### src/rtl/vid_wait_gen.sv
module vid_wait_gen #(
  parameter int SLOT_TICKS  = 16,
  parameter int CPU_DIV     = 4,
  parameter int LINE_SLOTS  = 64,
  parameter int FRAME_LINES = 312
) (
  input  logic                           clk,
  input  logic                           rst,
  input  logic                           mreq_n,
  input  logic                           iorq_n,
  output logic                           ready,
  output logic                           cpu_clk_en,
  output logic                           vid_fetch,
  output logic                           cpu_done,
  output logic [$clog2(SLOT_TICKS)-1:0]  slot_phase,
  output logic [$clog2(LINE_SLOTS)-1:0]  line_slot,
  output logic [$clog2(FRAME_LINES)-1:0] line_num,
  output logic                           line_strobe,
  output logic                           frame_strobe
);
  localparam int PW   = $clog2(SLOT_TICKS);
  localparam int SW   = $clog2(LINE_SLOTS);
  localparam int LW   = $clog2(FRAME_LINES);
  localparam int HALF = SLOT_TICKS / 2;
  localparam logic [PW-1:0] PH_LAST   = PW'(SLOT_TICKS - 1);
  localparam logic [SW-1:0] SLOT_LAST = SW'(LINE_SLOTS - 1);
  localparam logic [LW-1:0] LINE_LAST = LW'(FRAME_LINES - 1);

  logic [PW-1:0] phase;
  logic [SW-1:0] col;
  logic [LW-1:0] row;
  logic          slot_end, line_end, frame_end, cpu_req;

  assign slot_end  = (phase == PH_LAST);
  assign line_end  = slot_end && (col == SLOT_LAST);
  assign frame_end = line_end && (row == LINE_LAST);

  always_ff @(posedge clk) begin
    if (rst) begin
      phase <= '0;
      col   <= '0;
      row   <= '0;
    end else begin
      phase <= slot_end ? '0 : phase + 1'b1;
      if (slot_end)
        col <= line_end ? '0 : col + 1'b1;
      if (line_end)
        row <= frame_end ? '0 : row + 1'b1;
    end
  end

  assign cpu_req      = !mreq_n || !iorq_n;
  assign vid_fetch    = (32'(phase) < HALF);
  assign cpu_clk_en   = ((32'(phase) % CPU_DIV) == 0);
  assign ready        = rst || !(cpu_req && vid_fetch);
  assign cpu_done     = !rst && cpu_req && slot_end;
  assign slot_phase   = phase;
  assign line_slot    = col;
  assign line_num     = row;
  assign line_strobe  = line_end;
  assign frame_strobe = frame_end;
endmodule

### config.mk
export PLATFORM = sky130hd
export DESIGN_NAME = vid_wait_gen
export DESIGN_NICKNAME = d
export VERILOG_FILES = /design/src/rtl/vid_wait_gen.sv
export SDC_FILE = /design/constraint.sdc
export NUM_CORES = 1
export LEC_CHECK = 0
export BUFFER_PORTS_ARGS = -buffer_cell sky130_fd_sc_hd__buf_2
export CAP_MARGIN = 20
export CORE_UTILIZATION = 45
export CTS_CLUSTER_DIAMETER = 120
export CTS_CLUSTER_SIZE = 25
export DETAILED_ROUTE_END_ITERATION = 12
export PLACE_DENSITY = 0.76
export SKIP_LAST_GASP = 1
export SLEW_MARGIN = 20
export SYNTH_ARGS = -nofsm -noshare
export SYNTH_HDL_FRONTEND = slang
export SYNTH_SLANG_ARGS = --single-unit
export TNS_END_PERCENT = 100
### constraint.sdc
create_clock -name clk -period 2.3 [get_ports clk]
set_input_delay 0.115 -clock clk [delete_from_list [all_inputs] [get_ports clk]]
set_output_delay 0.115 -clock clk [all_outputs]
set_load 0.005 [all_outputs]
# Yosys cells after proc, flatten, opt, wreduce, memory -nomap -nowiden
# Index checks and enable logic that the tools add are counted.
# totals
input_bits	4
reg_bits	19
out_inout_bits	25
word_cells	25
# op_classes
n_addsub	3
n_mux	2
n_eq_ne	3
magnitude_cmp	1
n_reduce_logical	13
# ops
cell	n
$logic_not A32 Y1	1
$add A9 B1 Y9 const B	1
$eq A9 B9 Y1 const B	1
$mux W9	1
$add A6 B1 Y6 const B	1
$eq A6 B6 Y1 const B	1
$mux W6	1
$logic_and A1 B1 Y1	5
$add A4 B1 Y4 const B	1
$eq A4 B4 Y1 const B	1
$logic_not A1 Y1	4
$lt A4 B4 Y1 const B	1
$logic_or A1 B1 Y1	2
$reduce_or A2 Y1	1

# Logic depth before layout (Yosys ltp)
# depth
word_depth	5
mapped_depth	7
mapped_depth_nobuf	5

# Worst setup path before layout
# OpenSTA, ideal clock, no wires.
# synth_path
path_kind	register -> register
from	reg phase[0], in the netlist slot_phase[0]
to	reg row[4], in the netlist line_num[4]
setup_ns	0.066
arrival_time_ns	1.675
required_ns	2.234
path_buffers	2
synth_period_minus_slack_ns	1.742
setup_slack_ns	0.558
stages_incl_launch_ff	8
cell_sequence	dfxtp_1 ha_1 and3_1 buf_6 nand4_4 buf_6 or3_4 a21oi_2
# synth_via
elab_chain_cells	4
# synth_rtl
element	line_no	source
from (decl)	29	logic [PW-1:0] phase;
from (signal assigned)	44	phase <= slot_end ? '0 : phase + 1'b1;
$eq A4 B4 Y1 *	34	assign slot_end = (phase == PH_LAST);
$logic_and A1 B1 Y1 *	35	assign line_end = slot_end && (col == SLOT_LAST);
$logic_and A1 B1 Y1	36	assign frame_end = line_end && (row == LINE_LAST);
$mux W9	48	row <= frame_end ? '0 : row + 1'b1;
to (signal assigned)	48	
to (decl)	31	logic [LW-1:0] row;
# Mark *: on every way between the ends. The rest lies on a longest branch, timed or not.
# A chain may end at the register's enable or synchronous reset.

# Worst setup path in the final report
# layout_path
from	reg row[0], in the netlist line_num[0]
to	out frame_strobe
# layout_via
elab_chain_cells	2
# layout_rtl
element	line_no	source
$eq A9 B9 Y1	36	
$logic_and A1 B1 Y1	36	
to (decl)	19	output logic frame_strobe
# Every way passes these cells.

==> results.json <==
{
  "worst_pin_slew_ps": 354,
  "drv_slew": 0,
  "top_usage_layer": "met2",
  "mostFrequentLayoutCells": "buf_2 (28), dfxtp_1 (19), nor2_1 (11), nand2_1 (10)",
  "p_seq_share_pct": 62.8,
  "critPathKind": "reg -> out",
  "finalHoldViolations": 0,
  "hold_path_class": "in -> reg",
  "critPathLaunch": "line_num[0]",
  "die_h_um": 47.5,
  "wl_per_cell_um": 11.5,
  "slew-limit-headroom_pct": 76.4,
  "io-pin-count": 29,
  "period_share_pct": 83.7,
  "ir_drop_mv": 0.318,
  "holdPathStages": 2,
  "ys.warnings.count": 0,
  "p_sw_uw": 128,
  "fin_skew_ps": 3.23,
  "regArea_sq_um": 380,
  "core_sq_mm": 0.00194,
  "yosys_register_bits": 19,
  "hold_buffers": 0,
  "nFillCells": 184,
  "rows": 16,
  "cpMaxStageDelayCell": "or4_1",
  "maxCapViolCount": 0,
  "cp_data_arrival_time_ps": 1810,
  "grt_pass1_vias": 688,
  "dieArea_sq_mm": 0.00225,
  "ctsLongestPathBuffers": 2,
  "final_common_cell": "buf_2",
  "critical_path_buf_inv_count": 1,
  "synth_cell_types": 32,
  "p_leak_nw": 0.507,
  "syn_inst": 104,
  "cp.required_ps": 2180,
  "netlist_area_sq_um": 930,
  "cts_resized": 0,
  "use_met2_pct": 27.7,
  "grt-ovfl-total": 0,
  "multiInputGateArea_sq_um": 504,
  "grt_pass1_wl_um": 2820,
  "seq_area_frac_synth_pct": 40.9,
  "cts-root-buf": "clkbuf_4",
  "drc": 0,
  "sw_frac_of_total_pct": 23.7,
  "antenna_found_initial": 0,
  "post_cts_buffers": 0,
  "critPathLaunchType": "register",
  "drt-initial-drc-count": 6,
  "tns_ps": 0,
  "synthArstFlopShare_pct": 0,
  "cts_buffers": 3,
  "grt_use_met1_pct": 23.7,
  "start_util_pct": 47.9,
  "cts_tree": "built",
  "synthesis.nets": 112,
  "postRouteAntennaNets": 0,
  "gp_congestion": 0.866,
  "cts.sink_count": 19,
  "crit_path_end_kind": "primary output",
  "cts.clk_slew.worst_paths_ps": 110,
  "h-tree-depth": 1,
  "status": "finished clean",
  "dr.pass1.iters": 4,
  "cp_cell_sequence": "ha_1, nand3_1, or4_1, nor2_1, buf_2",
  "avgSynthCellArea_sq_um": 8.94,
  "fp.dieW_um": 47.5,
  "p_per_area_mw_per_mm2": 487,
  "vias": 828,
  "critPathTopFamily": "simple AND/OR/NAND/NOR gates",
  "crit_fanout": 4,
  "combPwrFrac_pct": 5.6,
  "portBuffers": 28,
  "crit_cells": 5,
  "worstReg2RegStart": "slot_phase[0]",
  "min_from": "rst",
  "p_int_uw": 413,
  "diodes": 0,
  "grt_max_degree": 14,
  "vias_per_cell": 5.14,
  "grt_use_met3_pct": 3.40,
  "fmax_ghz": 0.520,
  "ff2ff_path_depth": 5,
  "rsz0062_at_grt": "no",
  "nets": 143,
  "synth_edf_count": 0,
  "setup-violations-final": 0,
  "synth_flop_cell": "dfxtp_1",
  "final.min_clock_period_ps": 1920,
  "max_stage_delay_ps": 540,
  "detail_route.wirelength_um": 1860,
  "clk_latency_ps": 300,
  "hpwlAfterDp_um": 1370,
  "drive_gt1_share_pct": 30.6,
  "track_usage_pct": 18.0,
  "fin_hold_ws_ps": 128,
  "p_clk_share_pct": 31.7,
  "syn_to_final_growth_pct": 19.7
}
-- synthesized netlist by cell type (2+ instances only) --
| cell | count | area [sq um] |
|---|---|---|
| o21ai_0 | 3 | 15.0 |
| nor2_1 | 11 | 41.3 |
| xnor2_1 | 5 | 43.8 |
| nand3_1 | 5 | 25.0 |
| nand2_1 | 10 | 37.5 |
| buf_6 | 2 | 22.5 |
| and3_1 | 2 | 12.5 |
| dfxtp_1 | 19 | 380 |
| nor4_1 | 3 | 18.8 |
| xor2_1 | 4 | 35.0 |
| inv_1 | 5 | 18.8 |
| or3_2 | 2 | 15.0 |
| a21oi_1 | 5 | 25.0 |
| nor3_1 | 3 | 15.0 |
| ha_1 | 4 | 50.1 |
| nand4_1 | 5 | 31.3 |
-- final timing paths --
check                        to  slack [ps]
setup / recovery   frame_strobe         380
setup reg to reg    line_num[8]         430
hold reg to reg    line_slot[1]         520
hold / removal    slot_phase[2]         130
-- final cells by class --
cell class / count / share of cell area, %
clock buffers: 3 / 2.02
clock inverters: 1 / 0.450
inverters: 5 / 1.69
multi-input cells: 77 / 45.3
flip-flops and latches: 19 / 34.2
well taps: 27 / 3.04
repair buffers: 29 / 13.3
-- through the flow --
stage          power (mW)  area (sq um)  instances  util, %  worst slack [ps]
6_report            0.542          1110        161     57.3               376
5_1_grt             0.565          1110        161     57.3               245
4_1_cts             0.545          1110        161     57.3               371
3_5_place_dp        0.378          1080        157     55.9               450
3_3_place_gp        0.377          1080        157     55.9               535
2_1_floorplan       0.364           930        104        -               558
-- power groups by stage --
stage | sequential (mW) | combinational [mW] | clock [mW]
after detailed placement | 0.347 | 0.0305 | 0
after floorplan | 0.347 | 0.0168 | 0
after CTS | 0.340 | 0.0308 | 0.174
final | 0.340 | 0.0302 | 0.172
after global placement | 0.347 | 0.0303 | 0
after global routing | 0.341 | 0.0339 | 0.190
-- registers in the layout (all words and copies together) (netlist names) --
signal      cells
line_slot       6
line_num        9
slot_phase      4
-- routing by layer --
| layer | vias to the layer above | share of wire, % |
|---|---|---|
| met5 | - | 0 |
| met4 | 0 | 2.0 |
| met3 | 5 | 4.1 |
| met2 | 23 | 47 |
| met1 | 375 | 47 |
| li1 | 425 | - |
-- cell families after synthesis --
group	Yosys count	share of synthesized area, %
adders and majority gates	4	5.38
buffers and inverters	8	4.84
and+or+nand+nor	48	28.5
DFF	19	40.9
xor gates and xnor gates	9	8.48
muxes	1	1.08
AOI/OAI and AO/OA	15	10.8
Power figures use the tool's default switching activity.
